File: src/rtl/xfp_cmp_pkg.sv
package xfp_cmp_pkg;

  parameter int XFP_EXP_W = 15;
  parameter int XFP_SIG_W = 64;

  typedef enum logic [1:0] {
    MODE_ORD   = 2'd0,
    MODE_UNORD = 2'd1,
    MODE_ZTEST = 2'd2,
    MODE_SPARE = 2'd3
  } cmp_mode_e;

  typedef enum logic [1:0] {
    REL_GT = 2'd0,
    REL_LT = 2'd1,
    REL_EQ = 2'd2,
    REL_UN = 2'd3
  } cmp_rel_e;

  typedef struct packed {
    logic sign;
    logic nan;
    logic qnan;
    logic snan;
    logic inf;
    logic zero;
    logic den;
  } op_class_t;

endpackage

File: src/rtl/xfp_classify.sv
module xfp_classify
  import xfp_cmp_pkg::*;
#(
  parameter int EXP_W = XFP_EXP_W,
  parameter int SIG_W = XFP_SIG_W,
  localparam int TOT_W = 1 + EXP_W + SIG_W,
  localparam int MAG_W = EXP_W + SIG_W
) (
  input  logic [TOT_W-1:0] val,
  output op_class_t        cls,
  output logic [MAG_W-1:0] mag
);
  logic [EXP_W-1:0] exp_f;
  logic [SIG_W-1:0] sig_f;
  logic             exp_max, exp_zero, frac_nz;

  assign exp_f    = val[TOT_W-2 -: EXP_W];
  assign sig_f    = val[SIG_W-1:0];
  assign exp_max  = &exp_f;
  assign exp_zero = ~|exp_f;
  // fraction bits exclude the explicit integer bit
  assign frac_nz  = |sig_f[SIG_W-2:0];

  always_comb begin
    cls.sign = val[TOT_W-1];
    cls.nan  = exp_max & frac_nz;
    cls.qnan = cls.nan & sig_f[SIG_W-2];
    cls.snan = cls.nan & ~sig_f[SIG_W-2];
    cls.inf  = exp_max & ~frac_nz;
    cls.zero = exp_zero & ~|sig_f;
    cls.den  = exp_zero & |sig_f;
  end

  assign mag = val[MAG_W-1:0];
endmodule

File: src/rtl/xfp_relate.sv
module xfp_relate
  import xfp_cmp_pkg::*;
#(
  parameter int MAG_W = XFP_EXP_W + XFP_SIG_W
) (
  input  op_class_t        cls_a,
  input  op_class_t        cls_b,
  input  logic [MAG_W-1:0] mag_a,
  input  logic [MAG_W-1:0] mag_b,
  output cmp_rel_e         rel
);
  logic mag_gt, mag_eq;

  assign mag_gt = mag_a > mag_b;
  assign mag_eq = mag_a == mag_b;

  always_comb begin
    if (cls_a.nan || cls_b.nan)
      rel = REL_UN;
    else if (cls_a.zero && cls_b.zero)
      rel = REL_EQ;                       // signed zeros are equal
    else if (cls_a.sign != cls_b.sign)
      rel = cls_a.sign ? REL_LT : REL_GT;
    else if (mag_eq)
      rel = REL_EQ;
    else if (mag_gt ^ cls_a.sign)
      rel = REL_GT;
    else
      rel = REL_LT;
  end
endmodule

File: src/rtl/xfp_compare.sv
module xfp_compare
  import xfp_cmp_pkg::*;
#(
  parameter int EXP_W = XFP_EXP_W,
  parameter int SIG_W = XFP_SIG_W,
  localparam int TOT_W = 1 + EXP_W + SIG_W,
  localparam int MAG_W = EXP_W + SIG_W,
  localparam int N_OPS = 2
) (
  input  logic             clk,
  input  logic             rst,
  input  logic             valid_i,
  input  logic [1:0]       mode_i,
  input  logic [TOT_W-1:0] a_i,
  input  logic [TOT_W-1:0] b_i,
  output logic             valid_o,
  output logic [3:0]       cc_o,
  output logic             invalid_o,
  output logic             denormal_o
);
  cmp_mode_e        mode;
  logic [TOT_W-1:0] ops [N_OPS];
  op_class_t        cls [N_OPS];
  logic [MAG_W-1:0] mag [N_OPS];
  cmp_rel_e         rel;
  logic             inv_c, den_c;
  logic [3:0]       cc_c;

  assign mode   = cmp_mode_e'(mode_i);
  assign ops[0] = a_i;
  // zero test: second operand forced to +0.0
  assign ops[1] = (mode == MODE_ZTEST) ? '0 : b_i;

  for (genvar g = 0; g < N_OPS; g++) begin : g_cls
    xfp_classify #(.EXP_W(EXP_W), .SIG_W(SIG_W)) u_cls (
      .val (ops[g]),
      .cls (cls[g]),
      .mag (mag[g])
    );
  end

  xfp_relate #(.MAG_W(MAG_W)) u_rel (
    .cls_a (cls[0]),
    .cls_b (cls[1]),
    .mag_a (mag[0]),
    .mag_b (mag[1]),
    .rel   (rel)
  );

  always_comb begin
    if (mode == MODE_UNORD)
      inv_c = cls[0].snan | cls[1].snan;
    else
      inv_c = cls[0].nan | cls[1].nan;
    den_c = cls[0].den | cls[1].den;
  end

  // {C3,C2,C1,C0}; C1 always cleared
  always_comb begin
    unique case (rel)
      REL_GT:  cc_c = 4'b0000;
      REL_LT:  cc_c = 4'b0001;
      REL_EQ:  cc_c = 4'b1000;
      default: cc_c = 4'b1101;
    endcase
  end

  always_ff @(posedge clk) begin
    if (rst) begin
      valid_o    <= 1'b0;
      cc_o       <= 4'b0000;
      invalid_o  <= 1'b0;
      denormal_o <= 1'b0;
    end else begin
      valid_o <= valid_i;
      if (valid_i) begin
        cc_o       <= cc_c;
        invalid_o  <= inv_c;
        denormal_o <= den_c;
      end
    end
  end

  a_r3_nan_unordered: assert property (@(posedge clk) disable iff (rst)
    valid_i && (cls[0].nan || cls[1].nan) |=> cc_o[3] && cc_o[2] && cc_o[0]);

  a_r4_c1_clear: assert property (@(posedge clk) disable iff (rst)
    valid_o |-> !cc_o[1]);

  a_r6_zero_eq: assert property (@(posedge clk) disable iff (rst)
    valid_i && cls[0].zero && cls[1].zero |=> cc_o == 4'b1000);

  a_r7_ord_invalid: assert property (@(posedge clk) disable iff (rst)
    valid_i && mode_i != 2'd1 && (cls[0].nan || cls[1].nan) |=> invalid_o);

  a_r8_quiet_no_invalid: assert property (@(posedge clk) disable iff (rst)
    valid_i && mode_i == 2'd1 && !cls[0].snan && !cls[1].snan |=> !invalid_o);

  a_r10_denormal: assert property (@(posedge clk) disable iff (rst)
    valid_i && (cls[0].den || cls[1].den) |=> denormal_o);

  a_r11_valid_follows: assert property (@(posedge clk) disable iff (rst)
    valid_i |=> valid_o);

  a_r11_hold: assert property (@(posedge clk) disable iff (rst)
    !valid_i |=> !valid_o && $stable(cc_o) && $stable(invalid_o) && $stable(denormal_o));

endmodule

File: config.mk
export PLATFORM = sky130hd
export DESIGN_NAME = xfp_compare
export DESIGN_NICKNAME = d
export VERILOG_FILES = /design/src/rtl/xfp_cmp_pkg.sv /design/src/rtl/xfp_classify.sv /design/src/rtl/xfp_relate.sv /design/src/rtl/xfp_compare.sv
export SDC_FILE = /design/constraint.sdc
export NUM_CORES = 1
export LEC_CHECK = 0
export CORE_UTILIZATION = 38
export CTS_CLUSTER_DIAMETER = 150
export DETAILED_ROUTE_END_ITERATION = 10
export PLACE_DENSITY = 0.78
export REMOVE_ABC_BUFFERS = 1
export SETUP_SLACK_MARGIN = 0.05
export SKIP_CTS_REPAIR_TIMING = 1
export SYNTH_ARGS = -nofsm -noshare
export SYNTH_HDL_FRONTEND = slang
export SYNTH_SLANG_ARGS = --single-unit
File: constraint.sdc
create_clock -name clk -period 7.3 [get_ports clk]
set_input_delay 1.46 -clock clk [delete_from_list [all_inputs] [get_ports clk]]
set_output_delay 1.46 -clock clk [all_outputs]
set_load 0.02 [all_outputs]
# --- Word-level counts from Yosys, hierarchy flattened ---
# Cells that the tools add are included.
# Widths: inputs -> output; s select.
op_classes:
  order_cmp: 1
  eq_ne: 6
  n_reduce_logical: 15
  n_mux: 9
  bitwise: 14
ops:
  columns: ["cell", "count"]
  rows:
  - ["$reduce_or 64->1", 2]
  - ["$reduce_or 63->1", 2]
  - ["$mux 80", 1]
  - ["$eq 79x79->1", 1]
  - ["$gt 79x79->1", 1]
  - ["$reduce_and 15->1", 2]
  - ["$reduce_or 15->1", 2]
  - ["$pmux 4 s3", 1]
  - ["$and 1x1->1", 8]
  - ["$mux 2", 4]
  - ["$eq 2x1->1 const B", 2]
  - ["$eq 2x2->1 const B", 2]
  - ["$logic_not 1->1", 4]
  - ["$mux 1", 3]
  - ["$or 1x1->1", 3]
  - ["$logic_not 2->1", 1]
  - ["$not 1->1", 2]
  - ["$logic_and 1x1->1", 1]
  - ["$logic_or 1x1->1", 1]
  - ["$ne 1x1->1", 1]
  - ["$xor 1x1->1", 1]
totals:
  ff_bits: 7
  elab_cells: 49
  out_inout_bits: 7

# --- Longest topological paths before layout ---
# Gate-level depths: netlist of run 1.
logic_depth:
  depth_word: 11
  depth_mapped: 14
  ltp_nobuf: 12

# --- Cells and area by module ---
# From an unflattened synthesis of run 1, not the netlist that was laid out.
unflattened:
  cells_unflattened: 648
  area_unflattened_um2: 4593.2
modules_own_cells:
  columns: ["mod", "cells_each", "area_per_inst_um2", "seq_area_each_um2", "n_inst"]
  rows:
  - ["xfp_relate", 291, 2070.7, 0.0, 1]
  - ["xfp_classify", 121, 865.8, 0.0, 2]
  - ["xfp_compare", 115, 790.8, 120.1, 1]

# --- Worst setup path before layout of run 1 ---
# No wires, ideal clock.
synth_path:
  kind: "input port to flip-flop"
  start: "in mode_i[0]"
  end: "reg cc_o[0]"
  arrival_ps: 4222
  slack_ps: 2951
  setup_time_ps: 127
  stages: 14
  cell_sequence: "inv_1 > nand2_1 > clkbuf_1 > clkbuf_1 > nand2_1 > ha_1 > nand4_2 > nor4_4 > nand4_1 > or4_4 > nand4_1 > o221ai_1 > a311oi_2 > nor3_1"
synth_via:
  elab_chain_len: 11
  elab_cells_between_ends: 25
synth_rtl:
  columns: ["item", "line_no", "source"]
  rows:
  - ["from (decl)", "xfp_compare.sv:13", "input logic [1:0] mode_i,"]
  - ["$eq 2x2->1 *", "xfp_compare.sv:32", "assign ops[1] = (mode == MODE_ZTEST) ? '0 : b_i;"]
  - ["$mux 80 *", "xfp_compare.sv:32", null]
  - ["$gt 79x79->1", "xfp_relate.sv:14", "assign mag_gt = mag_a > mag_b;"]
  - ["$xor 1x1->1", "xfp_relate.sv:26", "else if (mag_gt ^ cls_a.sign)"]
  - ["$mux 1", "xfp_relate.sv:26", null]
  - ["$mux 2", "xfp_relate.sv:24", "else if (mag_eq)"]
  - ["$mux 2", "xfp_relate.sv:22", "else if (cls_a.sign != cls_b.sign)"]
  - ["$mux 2", "xfp_relate.sv:20", "else if (cls_a.zero && cls_b.zero)"]
  - ["$mux 2 *", "xfp_relate.sv:18", "if (cls_a.nan || cls_b.nan)"]
  - ["$eq 2x2->1 (tied with other cells)", "xfp_compare.sv:60", "unique case (rel)"]
  - ["$pmux 4 s3 *", "xfp_compare.sv:60", null]
  - ["to (signal assigned)", "xfp_compare.sv:71", "cc_o <= 4'b0000;"]
  - ["to (signal assigned)", "xfp_compare.sv:77", "cc_o <= cc_c;"]
  - ["to (decl)", "xfp_compare.sv:17", "output logic [3:0] cc_o,"]
# Mark *: on every way between the ends. The rest lies on a longest branch, timed or not.
# A chain may end at the register's enable or synchronous reset.

# --- Worst setup path after layout of run 1 ---
# Same ends and word-level chain as after synthesis.

==> impl_metrics.toml, run 1 <==
[drt]
wl_um = 11300
firstDrtPassIters = 5
vias = 3825
viasPerCell = 5.73
wire_per_inst_um = 16.9
drc_errors = 0
drt_iter0_drc = 184
ant_nets = 0

[cts]
cts.path.max_buffers = 2
cts_made_buffers = 3
clock_latency_ps = 230
htree_levels = 1
cts_sinks = 6
cts_root_buffer = "clkbuf_8"
cts_tree = "done"
clk_pin_slew_ps = 40

[place]
gp_congestion = 0.930
hpwl_um = 9790
placed_area_mm2 = 0.00462
preCtsSetupSlack_ps = 1910
io_buffers = 170

[finish]
area_growth_pct = 65.2
design_area_mm2 = 0.00466
drive_gt1_frac = 0.0264
antenna_cells = 0
layout.nets = 815

[sta]
setup_viol = 0
maxSlewViolCount = 0
fin_skew_ps = 0
max_freq_mhz = 193
tightest_slew_ps = 700
hold_viol_final = 0
layout_worst_path_cycle_share = 0.711
holdWs_ps = 491
tns_ps = 0
slew_headroom = 0.529
grt_setup_unrepaired = "no"
setup_slack_ps = 2110
period_minus_slack_ps = 5190

[critical_path]
crit_fanout = 57
setup.worst_path.end_class = "register"
crit_type = "in -> reg"
reg2reg_slack_ps = 6610
ff2ff_path_depth = 2
start_kind = "input pin"
crit_required_ps = 7400
rr_startpoint = "cc_o[2]"
arrival_ps = 5290
critPathLaunch = "mode_i[0]"
reg2reg_to = "cc_o[2]"

[min_path]
hp-start = "invalid_o"
min_to = "invalid_o"
hold_path_class = "reg -> reg"
hold_depth = 2

[die]
start_util = 0.391
die_h_um = 88.2
fp.coreArea_mm2 = 0.00721
rows = 31
io-pin-count = 172
dieArea_mm2 = 0.00777
die-width_um = 88.2

[synth]
yosysUniqueCellTypes = 41
synth-edff-count = 0
ys_seq_area_frac = 0.0426
ys.flop_type = "dfxtp_1"
ys_seq_elements = 6
yosys_warnings = 0
synth_area_per_cell_um2 = 6.98
async_reset_ff_frac = 0
netlist_instances = 404
syn_area_mm2 = 0.00282

[pwr]
combPwrFrac = 0.748
p_switching_mw = 0.133
p_seq_frac = 0.105
p_int_mw = 0.211
swShare = 0.386
clockPowerShare = 0.148
p_total_mw = 0.344
ir_drop_v = 0.0000420
p_per_area_mw_per_mm2 = 73.7
p_leak_nw = 1.96

[status]
outcome = "completed"

[job]
drv_cap = 0

[global_routing]
grt_pass1_vias = 3747
grt_pass1_wl_um = 17400
grtUsageTotal = 0.286
overflow = 0
grt_max_degree = 58
grt_antenna_before_repair = 0
worst max-delay path, cell delays in order:
cell and delay [ps]:
clkdlybuf4s50_1 470, inv_1 60, nand2_2 310, buf_4 550
nand2_1 140, ha_1 330, nand4_1 140, nor2_1 80
a221oi_1 270, o211ai_1 140, a2111oi_0 640, o221ai_1 240
a311oi_2 340, nor3_1 80
power by group through the flow:
stage / combinational (mW) / clock, mW / sequential, mW
6_report: 0.257 / 0.0507 / 0.0360
5_1_grt: 0.284 / 0.0531 / 0.0361
4_1_cts: 0.255 / 0.0506 / 0.0360
3_5_place_dp: 0.253 / 0 / 0.0365
3_3_place_gp: 0.249 / 0 / 0.0365
2_1_floorplan: 0.110 / 0 / 0.0387
per-stage QoR:
step	utilization	cells
CTS	0.646	668
global placement	0.640	665
finish	0.646	668
floorplan	-	395
global route	0.646	668
detailed placement	0.640	665
cells by family after synthesis:
family	count (synthesis)	synth area share
compound gates	71	0.159
fa+ha+maj	79	0.350
buf+inv	19	0.0266
flops	6	0.0426
other cells	1	0.00133
simple gates	228	0.420
synth_stat cells, types with 3 or more instances:
master    instances  area (µm²)
a211oi_1          7        52.6
nand4_1          30         188
nor2_1           13        48.8
ha_1             79         988
o22ai_1           3        18.8
nand2_1         104         390
o21ai_0          10        50.1
a221oi_1          5        43.8
nor3_1           12        60.1
a21o_1            4        30.0
nand4_2           3        37.5
clkbuf_1          8        30.0
nor2b_1           3        18.8
nand3_1           9        45.0
nor4_1           39         244
dfxtp_1           6         120
a21oi_1          31         155
inv_1            10        37.5
cells in the final DEF, fill, tap and decap left out, types with 2 or more instances in the layout:
| master | synthesis | layout |
|---|---|---|
| clkdlybuf4s50_1 | 0 | 170 |
| nand2_1 | 104 | 103 |
| ha_1 | 79 | 79 |
| nor4_1 | 39 | 39 |
| a21oi_1 | 31 | 31 |
| nand4_1 | 30 | 30 |
| nor2_1 | 13 | 13 |
| nor3_1 | 12 | 12 |
| inv_1 | 10 | 10 |
| o21ai_0 | 10 | 10 |
| nand3_1 | 9 | 9 |
| a211oi_1 | 7 | 7 |
| dfxtp_1 | 6 | 6 |
| a221oi_1 | 5 | 5 |
| a21o_1 | 4 | 4 |
| nor2b_1 | 3 | 3 |
| nand4_2 | 3 | 3 |
| o22ai_1 | 3 | 3 |
| clkbuf_8 | 0 | 3 |
| or3_1 | 2 | 2 |
| nor4_4 | 2 | 2 |
| nand3b_1 | 2 | 2 |
| o211ai_1 | 2 | 2 |
| o21a_1 | 2 | 2 |
metal layers:
metal / vias up / GRT usage / part of all wire
li1: 1913 / - / -
met1: 1738 / 0.354 / 0.45
met2: 150 / 0.510 / 0.46
met3: 24 / 0.0368 / 0.066
met4: 0 / 0.0938 / 0.025
met5: - / 0 / 0
worst max path at each step:
stage | end | slack, ps | cells after the start
6_report | cc_o[0] | 2110 | 14
5_1_grt | cc_o[0] | 1810 | 14
4_1_cts | cc_o[0] | 2140 | 14
3_5_place_dp | cc_o[0] | 1910 | 14
3_3_place_gp | cc_o[0] | 2020 | 14
2_1_floorplan | cc_o[0] | 2340 | 12
state kept, by name, summed over array words and instances (netlist names):
register,flops
denormal_o,1
invalid_o,1
cc_o,3
valid_o,1
cell type report:
| class | count | area, µm² |
|---|---|---|
| Multi-Input combinational cell | 379 | 2630 |
| Fill cell | 653 | 2550 |
| Timing Repair Buffer | 171 | 1710 |
| Tap cell | 99 | 124 |
| Sequential cell | 6 | 120 |
| Clock buffer | 3 | 41.3 |
| Inverter | 10 | 37.5 |
Power figures use the tool's default switching activity.
==> run 2, diff against run 1 <==
Clock period 7.3 ns to 5.25 ns, I/O delays scaled along.
==> run 2 against run 1 <==
Compared with the run above: sequential share of layout area hardly changed; cell count stayed put; die area stayed put; critical path type unchanged; total power is 39% higher; design area is 0.27% higher; highest routed layer unchanged; hold slack better by 13 ps; global-route usage is 0.75 points lower; register-to-register slack worse by 2100 ps.
==> impl_metrics.toml, run 2 (same netlist as run 1, synthesis figures left out) <==
[global_routing]
grtUsageTotal = 0.279
use_met3 = 0.0217
grt_pass1_vias = 3747
busiest_layer = "met2"
grt_max_degree = 80
grt_antenna_before_repair = 0
overflow = 0
grt_pass1_wl_um = 17200
grt_use_met2 = 0.504
globalRouteMet1Util = 0.349

[drt]
drc_errors = 0
firstDrtPassIters = 5
viasPerCell = 5.80
ant_nets = 0
wl_um = 11100
vias = 3875
drt_iter0_drc = 206
wire_per_inst_um = 16.7

[critical_path]
reg2reg_to = "cc_o[3]"
setup.worst_path.end_class = "register"
crit_required_ps = 5350
worst_path_largest_cell_delay_ps = 700
rr_startpoint = "cc_o[3]"
reg2reg_slack_ps = 4530
critical_path.cell_chain = "clkdlybuf4s50_1 -> inv_1 -> nand2_2 -> buf_12 -> nand2_1 -> ha_1 -> nand4_1 -> nor2_1 -> a221oi_1 -> o211ai_1 -> a2111oi_0 -> o221ai_1 -> a311oi_2 -> nor3_1"
crit_type = "in -> reg"
arrival_ps = 4420
slowest_stage = "a2111oi_0"
crit_fanout = 79
start_kind = "input pin"
ff2ff_path_depth = 2

[cts]
cts_root_buffer = "clkbuf_8"
cts_sinks = 6
clock_latency_ps = 230
cts.path.max_buffers = 2
htree_levels = 1
cts_made_buffers = 3
clk_pin_slew_ps = 40
cts_tree = "done"

[place]
hpwl_um = 9730
io_buffers = 170
place_inst = 665
gp_congestion = 0.978

[sta]
layout_worst_path_cycle_share = 0.822
tightest_slew_ps = 717
tns_ps = 0
period_minus_slack_ps = 4320
setup_viol = 0
hold_viol_final = 0
slew_headroom = 0.510
grt_setup_unrepaired = "no"
max_freq_mhz = 232
maxSlewViolCount = 0
fin_skew_ps = 0

[finish]
layout_commonest_cell = "clkdlybuf4s50_1"
drive_gt1_frac = 0.0264
area_growth_pct = 65.6
largest_register_ffs = 3
regArea_um2 = 120
fin_cells = 668
nFillCells = 654
final_util = 0.648
antenna_cells = 0
multi_input_area_mm2 = 0.00263
layout_common_cells = "clkdlybuf4s50_1 (170), nand2_1 (103), ha_1 (79), nor4_1 (39), a21oi_1 (31)"
layout.nets = 815
largest_register = "cc_o"

[die]
die_h_um = 88.2
fp.coreArea_mm2 = 0.00721
die-width_um = 88.2
dieArea_mm2 = 0.00777
start_util = 0.391
rows = 31
io-pin-count = 172

[min_path]
hold_path_class = "reg -> reg"
hold_depth = 2
hp-start = "invalid_o"
min_to = "invalid_o"

[status]
outcome = "completed"

[pwr]
ir_drop_v = 0.0000576
p_per_area_mw_per_mm2 = 102
p_leak_nw = 1.96

[job]
drv_cap = 0
-- run 2: changes by cell type in the layout (fill, tap and decap cells not counted) --
cell	change
buf_4	-1
buf_12	+1
-- run 2: critical path: cells and delay by family --
family,cells,cell delay (ps)
buf+inv,3,850
compound gates,5,1670
fa+ha+maj,1,310
simple gates,5,510
-- run 2: layout make-up --
class / instances / area share
Tap cell: 99 / 0.0265
Sequential cell: 6 / 0.0257
Clock buffer: 3 / 0.00884
Timing Repair Buffer: 171 / 0.368
Multi-Input combinational cell: 379 / 0.563
Inverter: 10 / 0.00803
-- run 2: power by group --
part | total (mW) | internal (mW) | switching [mW] | leakage, nW
combinational | 0.358 | 0.197 | 0.161 | 1.89
sequential | 0.0505 | 0.0486 | 0.00191 | 0.0496
clock | 0.0704 | 0.0493 | 0.0210 | 0.0216
-- run 2: routing by layer --
layer	share of wire	vias up
met4	0.023	0
li1	-	1908
met1	0.44	1786
met5	0	-
met2	0.47	156
met3	0.064	25
-- run 2: worst max path at each step --
stage                         start  endpoint  slack, ps  depth (start not counted)
after CTS                 mode_i[0]   cc_o[0]       1000                         14
after global routing      mode_i[0]   cc_o[0]        720                         14
after floorplan           mode_i[0]   cc_o[0]        700                         12
after detailed placement  mode_i[0]   cc_o[0]        780                         14
final                     mode_i[0]   cc_o[0]        930                         14
after global placement    mode_i[0]   cc_o[0]        880                         14
-- run 2: metrics by stage --
| step | cell area [µm²] | setup slack (ps) | hold WS (ps) | power [mW] |
|---|---|---|---|---|
| final | 4670 | 933 | 503 | 0.479 |
| after detailed placement | 4630 | 785 | 493 | 0.405 |
| after global placement | 4630 | 884 | 480 | 0.396 |
| after CTS | 4670 | 998 | 497 | 0.477 |
| after floorplan | 2780 | 705 | 551 | 0.207 |
| after global routing | 4670 | 720 | 546 | 0.521 |
